## config.mk

```make
export PLATFORM = sky130hd
export DESIGN_NAME = store_fwd_buffer
export DESIGN_NICKNAME = d
export VERILOG_FILES = /design/src/rtl/store_fwd_buffer.sv
export SDC_FILE = /design/constraint.sdc
export NUM_CORES = 1
export LEC_CHECK = 0
export BUFFER_PORTS_ARGS = -buffer_cell sky130_fd_sc_hd__buf_2
export CORE_ASPECT_RATIO = 0.6
export CORE_MARGIN = 2
export CORE_UTILIZATION = 40
export DETAILED_ROUTE_END_ITERATION = 10
export PLACE_DENSITY = 0.56
export SKIP_CTS_REPAIR_TIMING = 1
export SLEW_MARGIN = 20
export SYNTH_ARGS = -nofsm -noshare
export SYNTH_HDL_FRONTEND = slang
export SYNTH_SLANG_ARGS = --single-unit
```

## constraint.sdc

```tcl
create_clock -name clk -period 6.4 [get_ports clk]
set_input_delay 1.28 -clock clk [delete_from_list [all_inputs] [get_ports clk]]
set_output_delay 1.28 -clock clk [all_outputs]
set_load 0.1 [all_outputs]
```

## src/rtl/store_fwd_buffer.sv

```systemverilog
`timescale 1ns/1ps
module store_fwd_buffer #(
  parameter int AW    = 16,
  parameter int DW    = 32,
  parameter int DEPTH = 8
) (
  input  logic          clk,
  input  logic          rst_n,
  input  logic          op_valid,
  input  logic [1:0]    op_kind,
  input  logic [AW-1:0] op_addr,
  input  logic [DW-1:0] op_wdata,
  output logic          op_ready,
  output logic          ld_valid,
  output logic [DW-1:0] ld_data,
  output logic          fence_done,
  output logic          mem_wvalid,
  output logic [AW-1:0] mem_waddr,
  output logic [DW-1:0] mem_wdata,
  input  logic          mem_wack,
  output logic          mem_rvalid,
  output logic [AW-1:0] mem_raddr,
  input  logic [DW-1:0] mem_rdata,
  input  logic          mem_rack
);
  localparam int PW = $clog2(DEPTH);
  localparam int CW = PW + 1;

  typedef enum logic [1:0] {S_IDLE, S_READ, S_FENCE} st_t;

  logic [AW-1:0] addr_q [DEPTH];
  logic [DW-1:0] data_q [DEPTH];
  logic [PW-1:0] head, tail;
  logic [CW-1:0] cnt;
  st_t           st;
  logic [AW-1:0] rd_addr;
  logic          ld_valid_q;
  logic [DW-1:0] ld_data_q;

  logic          empty, full, is_ld, is_st, is_fn, acc, push, pop;
  logic          hit;
  logic [DW-1:0] hit_data;

  assign empty  = (cnt == '0);
  assign full   = (cnt == CW'(DEPTH));
  assign is_ld  = (op_kind == 2'b00);
  assign is_st  = (op_kind == 2'b01);
  assign is_fn  = op_kind[1];

  assign op_ready = (st == S_IDLE) && !(is_st && full);
  assign acc      = op_valid && op_ready;
  assign push     = acc && is_st;
  assign pop      = mem_wvalid && mem_wack;

  assign mem_wvalid = !empty;
  assign mem_waddr  = addr_q[head];
  assign mem_wdata  = data_q[head];
  assign mem_rvalid = (st == S_READ);
  assign mem_raddr  = rd_addr;
  assign fence_done = (st == S_FENCE) && empty;
  assign ld_valid   = ld_valid_q;
  assign ld_data    = ld_data_q;

  // oldest to youngest; the last match wins
  always_comb begin
    hit      = 1'b0;
    hit_data = '0;
    for (int i = 0; i < DEPTH; i++) begin
      logic [PW-1:0] j;
      j = head + PW'(i);
      if (CW'(i) < cnt && addr_q[j] == op_addr) begin
        hit      = 1'b1;
        hit_data = data_q[j];
      end
    end
  end

  always_ff @(posedge clk) begin
    if (push) begin
      addr_q[tail] <= op_addr;
      data_q[tail] <= op_wdata;
    end
  end

  always_ff @(posedge clk) begin
    if (!rst_n) begin
      head       <= '0;
      tail       <= '0;
      cnt        <= '0;
      st         <= S_IDLE;
      rd_addr    <= '0;
      ld_valid_q <= 1'b0;
      ld_data_q  <= '0;
    end else begin
      ld_valid_q <= 1'b0;
      head       <= head + PW'(pop);
      tail       <= tail + PW'(push);
      cnt        <= cnt + CW'(push) - CW'(pop);
      case (st)
        S_IDLE: if (acc) begin
          if (is_ld) begin
            if (hit) begin
              ld_valid_q <= 1'b1;
              ld_data_q  <= hit_data;
            end else begin
              st      <= S_READ;
              rd_addr <= op_addr;
            end
          end else if (is_fn) begin
            st <= S_FENCE;
          end
        end
        S_READ: if (mem_rack) begin
          ld_valid_q <= 1'b1;
          ld_data_q  <= mem_rdata;
          st         <= S_IDLE;
        end
        S_FENCE: if (empty) st <= S_IDLE;
        default: st <= S_IDLE;
      endcase
    end
  end
endmodule

```

==> Word level (Yosys, flattened, before mapping) <==
Memory sizes are Yosys's and may differ from the RTL's. A register that Yosys moved wholly into a read port is not among the register bits.
Index checks and enable logic that the tools add are counted.
{ "classes": {"add_sub_neg": 11, "mul": 0, "n_div": 0, "order_cmp": 8, "eq_ne": 19, "shifts": 0, "muxes": 37, "bitwise_logic": 1, "reduce_logical": 23} }
{ "ops": {"columns": ["operator", "n"], "rows": [
  ["two-way mux 32 bit", 12],
  ["equality test 16 bit", 8],
  ["one-hot mux 32 bit (2 select lines)", 1],
  ["less-than comparator 3 x 4 -> 1 bit (first input constant)", 4],
  ["logical AND 1 bit", 14],
  ["two-way mux 1 bit", 14],
  ["adder 3 bit (second input constant)", 4],
  ["two-way mux 2 bit", 6],
  ["AND reduction 5 bit", 2],
  ["less-than comparator 1 x 4 -> 1 bit (first input constant)", 2],
  ["less-than comparator 2 x 4 -> 1 bit (first input constant)", 2],
  ["inequality test 2 bit (second input constant)", 4],
  ["adder 3 x 1 -> 3 bit", 2],
  ["adder 3 x 2 -> 3 bit (second input constant)", 2],
  ["two-way mux 3 bit", 2],
  ["inequality test 3 bit (second input constant)", 2],
  ["one-hot mux 2 bit (3 select lines)", 1],
  ["adder 4 x 1 -> 4 bit", 1],
  ["equality test 2 x 1 -> 1 bit (second input constant)", 2],
  ["equality test 4 bit (second input constant)", 1],
  ["zero test 2 bit", 2],
  ["zero test 4 bit", 1],
  ["AND reduction 4 bit", 1],
  ["subtractor 4 x 1 -> 4 bit", 1],
  ["other kinds (7)", 8]
]} }
{ "word_totals": {"regBits": 61, "latch_bits": 0, "ramBits": 384, "romBits": 0, "input_bits": 87, "elab_cells": 108, "memories": 2} }
{ "memory_table": {"columns": ["name", "words", "width", "rd", "rd_ports_with_merged_regs", "write_ports", "line", "text"], "rows": [
  ["data_q", 8, 32, 8, 1, 1, "32", "logic [DW-1:0] data_q [DEPTH];"],
  ["addr_q", 8, 16, 8, 1, 1, "31", "logic [AW-1:0] addr_q [DEPTH];"]
]} }

==> Depth between registers and ports, before layout <==
Gate-level depths: netlist of the first run.
An unclocked memory read counts as a cell.
{ "logic_depth": {"depth_word": 15, "mapped_depth": 26, "ltp_nobuf": 13} }

==> Worst setup path after synthesis of the first run <==
No wires, ideal clock.
{ "synth_path": {"kind": "input-to-reg", "start": "in op_kind[0]", "end": "mem addr_q[2][0], enable pin", "setup_ns": 0.523, "arrival_time_ns": 7.993, "required_ns": 5.877, "path_slack_ns": -2.116, "path_stages": 6, "path_cell_list": "nor2b_1 a311oi_1 nand3_1 inv_1 nand2b_1 nor3b_1"} }
{ "synth_via": {"elab_chain_cells": 8} }
{ "synth_rtl": {"columns": ["item", "line", "text"], "rows": [
  ["start, declared", "10", "input logic [1:0] op_kind,"],
  ["equality test 2 x 1 -> 1 bit", "47", "assign is_st = (op_kind == 2'b01);"],
  ["logical AND 1 bit", "50", "assign op_ready = (st == S_IDLE) && !(is_st && full);"],
  ["zero test 1 bit", "50", null],
  ["logical AND 1 bit", "50", null],
  ["net op_ready", "13", "output logic op_ready,"],
  ["logical AND 1 bit", "51", "assign acc = op_valid && op_ready;"],
  ["logical AND 1 bit", "52", "assign push = acc && is_st;"],
  ["two-way mux 1 bit", "79", "if (push) begin"],
  ["two-way mux 1 bit (not written as such)", "80", "addr_q[tail] <= op_addr;"],
  ["end, declared", "31", null]
]} }
The timed path passes the listed nets, and every way through them passes these cells.

==> Worst setup path in the final report of the first run <==
{ "layout_path": {"start": "reg head[0]", "end": "reg ld_data_q[29], in the netlist ld_data[29]"} }
{ "layout_via": {"elab_chain_cells": 15} }
{ "layout_rtl": {"columns": ["item", "line", "text"], "rows": [
  ["start, declared", "33", "logic [PW-1:0] head, tail;"],
  ["start signal, assigned", "96", "head <= head + PW'(pop);"],
  ["adder 3 x 1 -> 3 bit", "70", "j = head + PW'(i);"],
  ["memory (8 x 16 bit)", null, null],
  ["equality test 16 bit", "71", "if (CW'(i) < cnt && addr_q[j] == op_addr) begin"],
  ["logical AND 1 bit", "71", null],
  ["two-way mux 32 bit (7 in series)", "71", null],
  ["two-way mux 32 bit", "102", "if (hit) begin"],
  ["two-way mux 32 bit", "101", "if (is_ld) begin"],
  ["two-way mux 32 bit", "100", "S_IDLE: if (acc) begin"],
  ["one-hot mux 32 bit (2 select lines)", "99", "case (st)"],
  ["end signal, assigned", "104", "ld_data_q <= hit_data;"],
  ["end signal, assigned", "115", "ld_data_q <= mem_rdata;"],
  ["end, declared", "38", "logic [DW-1:0] ld_data_q;"]
]} }
Several ways; a longest one is shown, not always the timed one. The select of a mux whose other input is x is not followed.
A chain may end at the register's enable or synchronous reset.

==> results of run 1 <==
[worst register-to-register path, delay by kind of cell (launching register included)]
kind	cells	cell delay, ps
compound gates	5	940
xor+xnor	1	140
flops	1	570
mux	2	740
buf+inv	3	1650
simple gates	3	1130
fa+ha+maj	1	640
[cell type report]
class / instances / area, sq um / share of cell area
Timing Repair Buffer: 253 / 1568 / 0.04322
Clock buffer: 59 / 1326 / 0.03656
Tap cell: 1079 / 1350 / 0.03721
Antenna cell: 4 / 10.01 / 0.0002759
Sequential cell: 445 / 12760 / 0.3518
Multi-Input combinational cell: 2124 / 18940 / 0.5220
Inverter: 17 / 63.81 / 0.001759
Clock inverter: 31 / 259.0 / 0.007139
[sequential cells by signal, summed over array words and instances, names as in the netlist]
register   flops
head           3
data_q       256
mem_raddr     16
addr_q       128
st             2
tail           3
ld_valid       1
ld_data       32
cnt            4
[how the worst max path moves through the flow]
stage                  startpoint                  endpoint  slack (ps)  depth (start not counted)
2_1_floorplan          op_kind[0]    addr_q[6][0]$_DFFE_PP_         520                          6
3_3_place_gp   head[0]$_SDFF_PN0_  ld_data[17]$_SDFFE_PN0P_         800                         15
3_5_place_dp   head[0]$_SDFF_PN0_  ld_data[29]$_SDFFE_PN0P_         660                         15
4_1_cts        head[0]$_SDFF_PN0_             mem_wdata[29]         500                          7
5_1_grt        head[0]$_SDFF_PN0_  ld_data[29]$_SDFFE_PN0P_         170                         15
6_report       head[0]$_SDFF_PN0_  ld_data[29]$_SDFFE_PN0P_         460                         15
[report_power, final]
group	internal [mW]	switching, mW	total [mW]
sequential	3.19	0.0641	3.25
clock	1.61	1.26	2.86
combinational	3.12	5.13	8.25
[stage by stage]
step                      cells  setup slack, ps
after floorplan            2847            521.5
after global placement     3917            799.4
after detailed placement   3917            658.1
after CTS                  4007            500.8
after global routing       4010            165.5
final                      4012            463.9
[logic make-up (layout without fill, tap and decap cells)]
logic type / count (synthesis) / in the layout / synth area share
AOI/OAI and AO/OA: 486 / 486 / 0.1062
muxes: 546 / 546 / 0.2986
xor gates and xnor gates: 132 / 132 / 0.03590
buffers and inverters: 278 / 360 / 0.03869
DFF: 445 / 445 / 0.3897
adders and majority gates: 14 / 14 / 0.005582
other: 0 / 4 / 0
and+or+nand+nor: 946 / 946 / 0.1253
[layer usage]
metal / track usage / up-vias / part of all wire
met3: 0.09600 / 304 / 0.15
li1: - / 11163 / -
met4: 0.09403 / 10 / 0.032
met2: 0.3878 / 2071 / 0.41
met5: 0 / - / 0.00051
met1: 0.4090 / 13562 / 0.41
[layout by cell type, fill, tap and decap left out, types with 10 or more instances in the layout]
cell / count
o21ai_0: 81
buf_12: 10
inv_1: 13
and2_1: 40
a22oi_1: 58
nand3b_1: 36
dfxtp_1: 58
a32o_1: 32
a31oi_1: 61
nor3_1: 18
a21oi_1: 84
a32oi_1: 36
o31ai_2: 29
xor2_1: 47
mux4_2: 341
mux2_2: 22
a22o_1: 11
ha_1: 12
nand3_1: 21
mux2_1: 11
xnor2_1: 81
buf_2: 187
buf_4: 54
clkbuf_16: 51
nor3b_1: 12
nand2_1: 655
nor2_1: 91
a221oi_1: 10
edfxtp_1: 384
nand4_1: 16
mux2i_1: 172
o22ai_1: 30
==> summary.md, run 1 <==
| Metric | Value |
|---|---|
| Hold Crit Depth | `2` |
| Crit-path cells | `inv_2 > ha_4 > buf_4 > mux2i_1 > mux4_2 > xnor2_1 > nor4_1 > nand2_1 > nor4_4 > buf_4 > a21oi_1 > a2bb2oi_1 > a22oi_1 > a2111oi_2 > a221o_1` |
| CP required | `6900 ps` |
| Drt pass-1 iters | `9` |
| Post-synth ARST share | `0` |
| Die width | `373.3 microns` |
| CP Buf/Inv Count | `3` |
| CP Class | `reg -> reg` |
| Hold crit path type | `reg -> reg` |
| Most frequent cells after synthesis | `nand2_1, edfxtp_1, mux4_2, mux2i_1, clkbuf_1` |
| Number of flops mapped to enable cells by yosys | `384` |
| Initial antenna violation count | `13` |
| CP Capture Type | `register` |
| Sink Count | `445` |
| Core Box Area | `81280 sq um` |
| Fin util | `0.4463` |
| Most used cell, CP | `buf_4` |
| Slew @ Worst Pin | `1169 ps` |
| Final setup fails | `0` |
| Final antenna-violating net count | `0` |
| Fmax | `0.1685 GHz` |
| Die height | `225.6 microns` |
| Syn_nets | `2948` |
| IO buf count | `187` |
| Worst r2r dst | `ld_data[29]$_SDFFE_PN0P_` |
| CTS clock-pin slew for the worst setup and hold paths | `70 ps` |
| Final hold vios | `0` |
| Num rows | `81` |
| Vias per inst | `6.757` |
| Total of max-cap violations | `0` |
| WL final | `120.6 mm` |
| Reg2reg path depth | `15` |
| Power Density | `395.9 nW/um^2` |
| Largest cells by area after synthesis | `edfxtp_1, mux4_2, nand2_1, mux2i_1, dfxtp_1` |
| Largest net degree at the start of global routing | `153` |
| # IOs | `188` |
| HP Start | `mem_raddr[11]$_SDFFE_PN0P_` |
| Startpoint types | `register` |
| Synth unique cells | `77` |
| Slew Limit Fails | `0` |
| Total CTS buffers | `49` |
| Area delta synth->final | `10.85%` |
| Period utilization | `0.9275` |
| Synth area leader | `edfxtp_1` |
| Worst stage delay on the critical path | `730 ps` |
| # DRC | `0` |
| Die ar. | `84190 sq um` |
| Fillers | `7348` |
| Final instance area | `36280 sq um` |
| Leak pwr | `12.09 nW` |
| Skew final | `23.67 ps` |
| Gr usage total | `0.2808` |
| Seq/Total Area, Yosys | `0.3897` |
| Setup TNS | `0 ps` |
| CTS root buf | `clkbuf_16` |
| Worst skew pair latency | `610 ps` |
| Result of the run | `finished clean` |
| Wire length per cell | `30.06 microns` |
| Most frequent cell after synthesis | `nand2_1` |
| Hold path endpoint | `mem_raddr[11]$_SDFFE_PN0P_` |
| Syn Area/Cell | `11.50 sq um` |
| Placed inst area | `34660 sq um` |
| Layout cells sized above 1 | `0.2615` |
| Grt ovf | `0` |
| Post-synthesis register bit count | `445` |
| CTS tree | `yes` |
| Data arrival time of the worst path | `6430 ps` |
| Post-synthesis cell area | `32730 sq um` |
| Peak VDD IR | `0.3024 mV` |
| Total power draw | `14.36 mW` |
| Max Root-Sink Buffers | `3` |
| H-tree depth | `2` |
| Max_slew headroom | `0.2183` |
| Hold slack | `485.1 ps` |
| # nets final | `2991` |
| Highest net fanout along the worst path | `65` |
| Reg2reg start | `head[0]$_SDFF_PN0_` |
| Yosys warnings | `0` |
| Unrepaired setup endpoints after global routing | `false` |
| Synth Flop Type | `edfxtp_1` |
| Routability congestion estimate | `1.022` |
| Vias in the first global route | `25471` |
| DR iter-0 viols | `3930` |
| DP HPWL | `77.83 mm` |
| Critical path's top delay family | `buffers and inverters` |
| Worst R2R Setup Slack | `460 ps` |
| Slowest CP cell | `buf_4` |
| First-pass GRT wire length | `174.8 mm` |
| DR vias | `27110` |
| Post-layout minimum cycle time | `5936 ps` |
| Initial Util | `0.4026` |
| Area fraction of the dominant cell type after synthesis | `0.3523` |
| Post-Syn Instances | `2847` |
(Power assumes the default switching activity.)
==> run 2, diff against run 1 <==
Settings changed: CTS_BUF_LIST set to sky130_fd_sc_hd__clkbuf_8.
==> summary.md, run 2 (synthesis results as in run 1) <==
| Metric | Value |
|---|---|
| Die ar. | `84190 sq um` |
| Num rows | `81` |
| Final setup fails | `0` |
| Slowest CP cell | `buf_4` |
| Clk pwr share | `0.208` |
| Sw frac | `0.4538` |
| Initial Util | `0.4026` |
| Die width | `373.3 microns` |
| Placed inst area | `34660 sq um` |
| Crit-path cells | `buf_4 > buf_4 > mux2i_1 > nand2_1 > o21ai_0 > o21ai_0 > buf_2` |
| CP Buf/Inv Count | `3` |
| Startpoint types | `register` |
| Hold path endpoint | `mem_raddr[12]$_SDFFE_PN0P_` |
| Worst r2r dst | `ld_data[29]$_SDFFE_PN0P_` |
| Drt pass-1 iters | `7` |
| Part of the power in registers | `0.224` |
| Power Density | `399.5 nW/um^2` |
| # nets final | `3016` |
| Unrepaired setup endpoints after global routing | `false` |
| Die height | `225.6 microns` |
| Core Box Area | `81280 sq um` |
| Most common cell after layout, fill and taps aside | `nand2_1` |
| HP Start | `mem_raddr[12]$_SDFFE_PN0P_` |
| Critical path's top delay family | `buffers and inverters` |
| Worst R2R Setup Slack | `490 ps` |
| Hold Crit Depth | `2` |
| # IOs | `188` |
| CTS root buf | `clkbuf_8` |
| DR iter-0 viols | `4060` |
| Total power draw | `14.53 mW` |
| Gate power share | `0.568` |
| Register Area | `12760 sq um` |
| Area delta synth->final | `11.15%` |
| Data arrival time of the worst path | `4800 ps` |
| Vias in the first global route | `25737` |
| Routability congestion estimate | `1.022` |
| Sink Count | `445` |
| Max Root-Sink Buffers | `3` |
| Initial antenna violation count | `12` |
| CTS clock-pin slew for the worst setup and hold paths | `80 ps` |
| DP HPWL | `77.83 mm` |
| Setup TNS | `0 ps` |
| First-pass GRT wire length | `176.6 mm` |
| Final hold vios | `0` |
| # DRC | `0` |
| Largest Register | `data_q` |
| Grt ovf | `0` |
| CTS tree | `yes` |
| Fmax | `0.1645 GHz` |
| Leak pwr | `12.20 nW` |
| Fillers | `7382` |
| Switch Pwr | `6.596 mW` |
| Highest net fanout along the worst path | `63` |
| Multi-input logic area | `18940 sq um` |
| Post-layout minimum cycle time | `6079 ps` |
| DR vias | `27373` |
| CP Class | `reg -> out` |
| Peak VDD IR | `0.2885 mV` |
| Final antenna-violating net count | `0` |
| Max reg flops | `256` |
| Slew @ Worst Pin | `1175 ps` |
| IO buf count | `187` |
| Slew Limit Fails | `0` |
| Worst stage delay on the critical path | `800 ps` |
| Hold crit path type | `reg -> reg` |
| CP required | `5120 ps` |
| Commonest cells after routing, fill and taps aside | `nand2_1, edfxtp_1, mux4_2` |
| Wire length per cell | `30.08 microns` |
| Result of the run | `finished clean` |
| Cell Int Power | `7.938 mW` |
| WL final | `122.3 mm` |
| Period utilization | `0.9499` |
| Final instance area | `36380 sq um` |
| Worst skew pair latency | `800 ps` |
| CP Capture Type | `primary output` |
| Reg2reg path depth | `15` |
| Vias per inst | `6.735` |
| Layout cells sized above 1 | `0.2713` |
| Largest net degree at the start of global routing | `153` |
| Max_slew headroom | `0.2160` |
| Total CTS buffers | `75` |
| Reg2reg start | `head[0]$_SDFF_PN0_` |
| H-tree depth | `3` |
| Total of max-cap violations | `0` |
| Skew final | `57.79 ps` |
| Gr usage total | `0.2858` |
==> run 2: metal layers <==
layer  global-route usage  share of wire  vias up
li1                     -              -    11227
met1               0.4110           0.41    13688
met2               0.3890           0.40     2117
met3               0.1066           0.15      331
met4               0.1062          0.036       10
met5                    0        0.00054        -
==> run 2: power groups by stage <==
stage | Clock [mW] | Combinational [mW] | Sequential [mW]
2_1_floorplan | 0 | 6.36 | 3.31
3_3_place_gp | 0 | 7.99 | 3.31
3_5_place_dp | 0 | 8.06 | 3.31
4_1_cts | 3.07 | 8.10 | 3.25
5_1_grt | 3.17 | 8.73 | 3.26
6_report | 3.02 | 8.26 | 3.25
==> run 2: area by class of cell <==
| cell class | count | area share |
|---|---|---|
| Tap cell | 1079 | 0.03711 |
| Clock inverter | 60 | 0.01624 |
| Multi-Input combinational cell | 2124 | 0.5206 |
| Inverter | 17 | 0.001754 |
| Sequential cell | 445 | 0.3509 |
| Clock buffer | 80 | 0.03027 |
| Timing Repair Buffer | 252 | 0.04269 |
| Antenna cell | 7 | 0.0004815 |
==> run 2: worst max path at each step <==
| stage | cells past startpoint | slack [ps] | from | to |
|---|---|---|---|---|
| after global routing | 7 | 30 | head[0]$_SDFF_PN0_ | mem_wdata[29] |
| after global placement | 15 | 800 | head[0]$_SDFF_PN0_ | ld_data[17]$_SDFFE_PN0P_ |
| final | 7 | 320 | head[0]$_SDFF_PN0_ | mem_wdata[29] |
| after CTS | 7 | 290 | head[0]$_SDFF_PN0_ | mem_wdata[29] |
| after floorplan | 6 | 520 | op_kind[0] | addr_q[6][0]$_DFFE_PP_ |
| after detailed placement | 15 | 660 | head[0]$_SDFF_PN0_ | ld_data[29]$_SDFFE_PN0P_ |
==> run 2: worst min-delay path, delay by kind of cell (launching register included) <==
kind	cells	cell delay, ps
mux	1	70
flops	1	320
simple gates	1	70
==> run 2: per-stage QoR <==
stage,util,hold WS [ps],std cells,setup slack (ps)
2_1_floorplan,-,504.5,2847,521.5
3_3_place_gp,0.4264,464.0,3917,799.4
3_5_place_dp,0.4264,485.5,3917,658.1
4_1_cts,0.4472,499.8,4057,293.0
5_1_grt,0.4474,529.7,4060,34.64
6_report,0.4475,493.0,4064,320.9
